**config.mk**
```make
export PLATFORM = sky130hd
export DESIGN_NAME = i2s_tx
export DESIGN_NICKNAME = d
export VERILOG_FILES = /design/src/rtl/i2s_tx_pkg.sv /design/src/rtl/i2s_tx_clkgen.sv /design/src/rtl/i2s_tx_shifter.sv /design/src/rtl/i2s_tx.sv
export SDC_FILE = /design/constraint.sdc
export NUM_CORES = 1
export LEC_CHECK = 0
export BUFFER_PORTS_ARGS = -buffer_cell sky130_fd_sc_hd__buf_2
export CAP_MARGIN = 25
export CORE_ASPECT_RATIO = 1.1
export CORE_UTILIZATION = 45
export DETAILED_ROUTE_END_ITERATION = 6
export HOLD_SLACK_MARGIN = 0.12
export RECOVER_POWER = 100
export SYNTH_ARGS = -nofsm -noshare
export SYNTH_HDL_FRONTEND = slang
export SYNTH_SLANG_ARGS = --single-unit
export TNS_END_PERCENT = 30
```
**constraint.sdc**
```tcl
create_clock -name clk_i -period 3.7 [get_ports clk_i]
set_input_delay 0.37 -clock clk_i [delete_from_list [all_inputs] [get_ports clk_i]]
set_output_delay 0.37 -clock clk_i [all_outputs]
set_load 0.005 [all_outputs]
```
**src/rtl/i2s_tx_pkg.sv**
```systemverilog
package i2s_tx_pkg;
  localparam int unsigned RES_W   = 6;
  localparam int unsigned RATIO_W = 8;
  localparam int unsigned RES_MIN = 8;
  localparam int unsigned RES_MAX = 32;

  function automatic logic [RES_W-1:0] clamp_res(input logic [RES_W-1:0] res,
                                                 input int unsigned dw);
    int unsigned r;
    r = 32'(res);
    if (r >= RES_MIN && r <= RES_MAX && r <= dw) return res;
    return RES_W'(RES_MIN);
  endfunction
endpackage

```
**src/rtl/i2s_tx_clkgen.sv**
```systemverilog
module i2s_tx_clkgen
  import i2s_tx_pkg::*;
#(
  parameter bit MASTER = 1'b1
) (
  input  logic               clk_i,
  input  logic               rst_ni,
  input  logic               en_i,
  input  logic [RATIO_W-1:0] ratio_i,
  input  logic [RES_W-1:0]   res_i,
  input  logic               sck_i,
  input  logic               ws_i,
  output logic               rise_o,
  output logic               fall_o,
  output logic               ws_lvl_o,
  output logic               sck_o,
  output logic               ws_o
);

  if (MASTER) begin : g_master
    localparam int unsigned DIV_W = RATIO_W + 1;
    logic [DIV_W-1:0] div_q, lim;
    logic             sck_q, ws_q, tick;
    logic [RES_W-1:0] bit_q;
    logic             unused_pins;

    assign unused_pins = sck_i ^ ws_i;
    assign lim  = {1'b0, ratio_i} + DIV_W'(1);
    assign tick = en_i && (div_q == lim);

    always_ff @(posedge clk_i or negedge rst_ni) begin
      if (!rst_ni) begin
        div_q <= '0;
        sck_q <= 1'b0;
        ws_q  <= 1'b0;
        bit_q <= '0;
      end else if (!en_i) begin
        div_q <= '0;
        sck_q <= 1'b0;
        ws_q  <= 1'b0;
        bit_q <= '0;
      end else if (tick) begin
        div_q <= '0;
        sck_q <= ~sck_q;
        if (sck_q) begin
          // word boundary: ws moves with the LSB bit period
          if (bit_q == res_i - RES_W'(1)) begin
            bit_q <= '0;
            ws_q  <= ~ws_q;
          end else begin
            bit_q <= bit_q + RES_W'(1);
          end
        end
      end else begin
        div_q <= div_q + DIV_W'(1);
      end
    end

    assign rise_o   = tick & ~sck_q;
    assign fall_o   = tick & sck_q;
    assign ws_lvl_o = ws_q;
    assign sck_o    = sck_q;
    assign ws_o     = ws_q;


    bit_in_range_chk: assert property (@(posedge clk_i) disable iff (!rst_ni)
      (en_i && $past(en_i) && $stable(res_i)) |-> (bit_q < res_i));


    div_in_range_chk: assert property (@(posedge clk_i) disable iff (!rst_ni)
      (en_i && $past(en_i) && $stable(ratio_i)) |-> (div_q <= lim));


    master_idle_chk: assert property (@(posedge clk_i) disable iff (!rst_ni)
      !en_i |=> (!sck_q && !ws_q));

  end else begin : g_slave
    logic [2:0] sck_s;
    logic [1:0] ws_s;
    logic       unused_cfg;

    assign unused_cfg = ^{ratio_i, res_i};

    always_ff @(posedge clk_i or negedge rst_ni) begin
      if (!rst_ni) begin
        sck_s <= '0;
        ws_s  <= '0;
      end else begin
        sck_s <= {sck_s[1:0], sck_i};
        ws_s  <= {ws_s[0], ws_i};
      end
    end

    assign rise_o   = en_i & sck_s[1] & ~sck_s[2];
    assign fall_o   = en_i & ~sck_s[1] & sck_s[2];
    assign ws_lvl_o = ws_s[1];
    assign sck_o    = 1'b0;
    assign ws_o     = 1'b0;
  end

endmodule

```
**src/rtl/i2s_tx_shifter.sv**
```systemverilog
module i2s_tx_shifter
  import i2s_tx_pkg::*;
#(
  parameter int unsigned DATA_WIDTH = 32,
  parameter int unsigned ADDR_WIDTH = 8
) (
  input  logic                  clk_i,
  input  logic                  rst_ni,
  input  logic                  en_i,
  input  logic [RES_W-1:0]      res_i,
  input  logic                  swap_i,
  input  logic                  rise_i,
  input  logic                  fall_i,
  input  logic                  ws_i,
  input  logic [DATA_WIDTH-1:0] rd_data_i,
  output logic                  rd_o,
  output logic [ADDR_WIDTH-1:0] addr_o,
  output logic                  sd_o
);
  localparam int unsigned PAIR_W = ADDR_WIDTH - 1;

  logic                  ws_r_q, pend_q, rd_q, rd_d_q, new_word;
  logic [PAIR_W-1:0]     pair_q;
  logic [ADDR_WIDTH-1:0] addr_q;
  logic [DATA_WIDTH-1:0] hold_q, sh_q, src, aligned;
  logic [RES_W-1:0]      shamt;

  // ws seen at a rising edge differs from the last one: next fall carries a MSB
  assign new_word = rise_i && (ws_i != ws_r_q);
  assign src      = rd_d_q ? rd_data_i : hold_q;
  assign shamt    = RES_W'(DATA_WIDTH) - res_i;
  assign aligned  = src << shamt;

  always_ff @(posedge clk_i or negedge rst_ni) begin
    if (!rst_ni) begin
      ws_r_q <= 1'b1;
      pend_q <= 1'b0;
      rd_q   <= 1'b0;
      rd_d_q <= 1'b0;
      pair_q <= '0;
      addr_q <= '0;
      hold_q <= '0;
      sh_q   <= '0;
    end else if (!en_i) begin
      ws_r_q <= 1'b1;
      pend_q <= 1'b0;
      rd_q   <= 1'b0;
      rd_d_q <= 1'b0;
      pair_q <= '0;
      addr_q <= '0;
      sh_q   <= '0;
    end else begin
      rd_q   <= new_word;
      rd_d_q <= rd_q;
      if (rise_i) ws_r_q <= ws_i;
      if (new_word) begin
        addr_q <= {pair_q, ws_i ^ swap_i};
        if (ws_i) pair_q <= pair_q + PAIR_W'(1);
        pend_q <= 1'b1;
      end
      if (rd_d_q) hold_q <= rd_data_i;
      if (fall_i) begin
        if (pend_q) begin
          sh_q   <= aligned;
          pend_q <= 1'b0;
        end else begin
          sh_q <= {sh_q[DATA_WIDTH-2:0], 1'b0};
        end
      end
    end
  end

  assign rd_o   = rd_q;
  assign addr_o = addr_q;
  assign sd_o   = sh_q[DATA_WIDTH-1];

  logic seen_q, last_par_q;
  always_ff @(posedge clk_i or negedge rst_ni) begin
    if (!rst_ni) begin
      seen_q     <= 1'b0;
      last_par_q <= 1'b0;
    end else if (!en_i) begin
      seen_q <= 1'b0;
    end else if (rd_q) begin
      seen_q     <= 1'b1;
      last_par_q <= addr_q[0];
    end
  end


  rd_single_chk: assert property (@(posedge clk_i) disable iff (!rst_ni)
    rd_q |=> !rd_q);


  idle_out_chk: assert property (@(posedge clk_i) disable iff (!rst_ni)
    !en_i |=> (!sd_o && !rd_o));


  par_alt_chk: assert property (@(posedge clk_i) disable iff (!rst_ni)
    (rd_q && seen_q) |-> (addr_q[0] != last_par_q));


  sh_on_fall_chk: assert property (@(posedge clk_i) disable iff (!rst_ni)
    !$stable(sh_q) |-> ($past(fall_i) || !$past(en_i)));


  edge_excl_chk: assert property (@(posedge clk_i) disable iff (!rst_ni)
    !(rise_i && fall_i));

endmodule

```
**src/rtl/i2s_tx.sv**
```systemverilog
module i2s_tx
  import i2s_tx_pkg::*;
#(
  parameter int unsigned DATA_WIDTH = 32,
  parameter int unsigned ADDR_WIDTH = 8,
  parameter bit          MASTER     = 1'b1
) (
  input  logic                  clk_i,
  input  logic                  rst_ni,
  input  logic                  en_i,
  input  logic [RES_W-1:0]      res_i,
  input  logic [RATIO_W-1:0]    ratio_i,
  input  logic                  swap_i,
  input  logic [DATA_WIDTH-1:0] rd_data_i,
  input  logic                  sck_i,
  input  logic                  ws_i,
  output logic                  rd_o,
  output logic [ADDR_WIDTH-1:0] addr_o,
  output logic                  sd_o,
  output logic                  sck_o,
  output logic                  ws_o
);
  logic [RES_W-1:0] res_eff;
  logic             rise, fall, ws_lvl;

  assign res_eff = clamp_res(res_i, DATA_WIDTH);

  i2s_tx_clkgen #(.MASTER(MASTER)) i_clkgen (
    .clk_i   (clk_i),
    .rst_ni  (rst_ni),
    .en_i    (en_i),
    .ratio_i (ratio_i),
    .res_i   (res_eff),
    .sck_i   (sck_i),
    .ws_i    (ws_i),
    .rise_o  (rise),
    .fall_o  (fall),
    .ws_lvl_o(ws_lvl),
    .sck_o   (sck_o),
    .ws_o    (ws_o)
  );

  i2s_tx_shifter #(.DATA_WIDTH(DATA_WIDTH), .ADDR_WIDTH(ADDR_WIDTH)) i_shifter (
    .clk_i    (clk_i),
    .rst_ni   (rst_ni),
    .en_i     (en_i),
    .res_i    (res_eff),
    .swap_i   (swap_i),
    .rise_i   (rise),
    .fall_i   (fall),
    .ws_i     (ws_lvl),
    .rd_data_i(rd_data_i),
    .rd_o     (rd_o),
    .addr_o   (addr_o),
    .sd_o     (sd_o)
  );

endmodule

```
==> flow_summary.ini <==
[grt]
antenna_found_initial = 0
grt_pass1_wl_um = 30500
grt_start_max_net_pins = 73
grt_pass1_vias = 5805
grtUsageTotal_pct = 24.1
gr-total-overflow = 0

[min_path]
hp-class = input port to flop
hold_end = i_shifter.hold_q[8]$_DFFE_PN0P_
holdPathStages = 2
min_from = rd_data_i[8]

[worst_setup_path]
reg2reg_depth = 8
crit_type = input port to flop
cp.required_ns = 3.99
cp_max_fo = 9
r2r_start = i_clkgen.g_master.div_q[7]$_DFF_PN0_
arrival_ns = 3.46
start_kind = input port
rr_endpoint = i_shifter.pair_q[0]$_DFFE_PN0P_
reg2reg_slack_ns = 0.80
endpoint_kind = flop

[run]
max_cap_violations = 2

[cells_and_area]
mostFrequentLayoutCell = dfrtp_1
syn_to_final_growth_pct = 11.8
final_cell_mix = 99 x dfrtp_1, 87 x nand2_1, 59 x o21ai_0, 53 x buf_2, 37 x mux4_2
drive_above_1_share_pct = 23.9
finish.instance_area_um2 = 7800
num_antenna_cells = 0
fin_nets = 812
fin_util_pct = 51.6
fin_cells = 956

[clock_network]
cts_tree = yes
cts.path.max_buffers = 2
clock-sinks = 100
cts_resized = 0
clkTransAtPathRegs_ns = 0.07
insertion_delay_ns = 0.36
htreeDepth = 3
root_buffer = clkbuf_16
cts_buffers = 9

[placed_design]
dp_hpwl_um = 13700
dp_cells = 938
place_area_um2 = 7540
portBuffers = 61
place.gp.congestion = 0.942

[floorplan]
die-area_um2 = 16000
num_rows = 47
die_w_um = 121
start_util_pct = 46.2
design.core.area_um2 = 15100
die_h_um = 133
io_pins = 64

[synthesis]
synth.yosys.seq_area_share_pct = 35.9
ys_async_sr_fraction_pct = 100
syn_avg_cell_area_um2 = 9.87
synth-edff-count = 0
synth_flop_cell = dfrtp_1
synth_seq_cells = 100
synth_nets = 764
yosysWarnings = 0
synth_area_um2 = 6980
syn_inst = 707
synthDistinctLibCells = 73

[run_status]
outcome = finished, violations left
violations = capacitance limit, slew limit

[routing]
drc = 0
wl_per_cell_um = 19.1
vias = 5955
drt_iter0_drc = 484
drt_first_pass_iters = 5
drtAntennaViolNets = 0
drt-total-wl_um = 18300
vias_per_cell = 6.23

[power]
peakVddDrop_uv = 180
p_per_area_nw_per_um2 = 309
p_total_w = 0.00241
leakagePower_nw = 3.33

[timing]
fin_worst_skew_ns = 0.00947
fin_crit_ns = 3.17
worstMarginPinSlew_ns = 1.84
min_period_over_period_pct = 85.8
finalSetupViolations = 0
slew_headroom_pct = -22.6
rsz0062_at_grt = no
hold_viol_final = 0
tns_ns = 0
slew_viol_final = 106
max_freq_ghz = 0.315
-- where the power goes --
part	switching, W	internal [W]	leakage (nW)
combinational	0.000217	0.000140	1.80
sequential	0.0000113	0.00110	1.39
clock	0.000463	0.000475	0.139
-- flip-flops by register name (all words and copies together) (netlist names) --
signal                   flops
i_shifter.pair_q             7
i_clkgen.g_master.div_q      9
i_clkgen.g_master.bit_q      6
i_shifter.hold_q            32
i_shifter.ws_r_q             1
i_shifter.sh_q              32
i_shifter.addr_o             8
i_shifter.rd_d_q             1
i_shifter.rd_o               1
i_clkgen.ws_lvl_o            1
i_clkgen.sck_o               1
i_shifter.pend_q             1
-- synth_stat cells, types with 8 or more instances --
| cell type | number | area (um^2) |
|---|---|---|
| nand2_1 | 87 | 327 |
| mux2_2 | 36 | 405 |
| xnor2_1 | 12 | 105 |
| o22ai_1 | 9 | 56.3 |
| a211oi_1 | 16 | 120 |
| mux2i_1 | 27 | 270 |
| o21ai_0 | 59 | 295 |
| nor2_1 | 34 | 128 |
| and2_1 | 9 | 56.3 |
| xor2_1 | 9 | 78.8 |
| a22oi_1 | 16 | 120 |
| a31oi_1 | 8 | 50.1 |
| nand3_1 | 21 | 105 |
| nand2b_1 | 16 | 100 |
| clkbuf_1 | 39 | 146 |
| inv_1 | 11 | 41.3 |
| dfrtp_1 | 99 | 2480 |
| a32oi_1 | 10 | 87.6 |
| nor3_1 | 12 | 60.1 |
| mux4_2 | 37 | 833 |
-- logic make-up (layout without fill, tap and decap cells) --
kind of cell    after synthesis  in the layout  synth area share [%]
fa+ha+maj                     5              5                 0.897
xor+xnor                     21             21                  2.64
compound gates              186            186                  18.5
buf+inv                      65            118                  3.77
flops                       100            100                  35.9
mux                         101            101                  22.0
simple gates                229            229                  16.3
-- cell type report --
type / count / area (um^2)
Timing Repair Buffer: 89 / 498
Clock inverter: 7 / 71.3
Inverter: 13 / 48.8
Clock buffer: 9 / 225
Multi-Input combinational cell: 542 / 4200
Tap cell: 196 / 245
Fill cell: 1398 / 7320
Sequential cell: 100 / 2500
-- worst max-delay path by stage --
stage | from | end | cells after the start
finish | res_i[4] | i_clkgen.ws_lvl_o$_DFFE_PN0P_ | 11
global route | res_i[5] | i_shifter.sh_q[23]$_DFFE_PN0P_ | 11
CTS | res_i[3] | i_shifter.sh_q[21]$_DFFE_PN0P_ | 9
detailed placement | res_i[3] | i_shifter.sh_q[21]$_DFFE_PN0P_ | 9
global placement | res_i[3] | i_shifter.sh_q[21]$_DFFE_PN0P_ | 9
floorplan | res_i[4] | i_clkgen.ws_lvl_o$_DFFE_PN0P_ | 14
-- routing by layer --
metal	wire length, um	GRT usage [%]
met1	8440	34.3
met2	8650	37.6
met3	833	3.84
met4	344	7.54
met5	0	0
-- through the flow --
step / setup slack, ns / hold slack (ns)
final: 0.527 / 0.254
after CTS: 0.765 / 0.192
after global placement: 0.413 / 0.463
after floorplan: 0.0187 / 0.0744
after detailed placement: 0.387 / 0.466
after global routing: 0.330 / 0.259
-- worst max-delay path: stages --
cell     delay, ns
buf_2         0.12
o21ba_1       0.23
nand2_1       0.09
ha_1          0.21
nor3b_1       0.50
mux2i_4       0.34
xnor2_1       0.08
or4_1         0.48
or3_1         0.46
or4_1         0.44
a21oi_1       0.15
-- what timing repair did --
action | CTS | global route
buffers inserted | 0 | 0
hold buffers | 0 | 1
hold endpoints to repair | 0 | 70
Power figures use the tool's default switching activity.
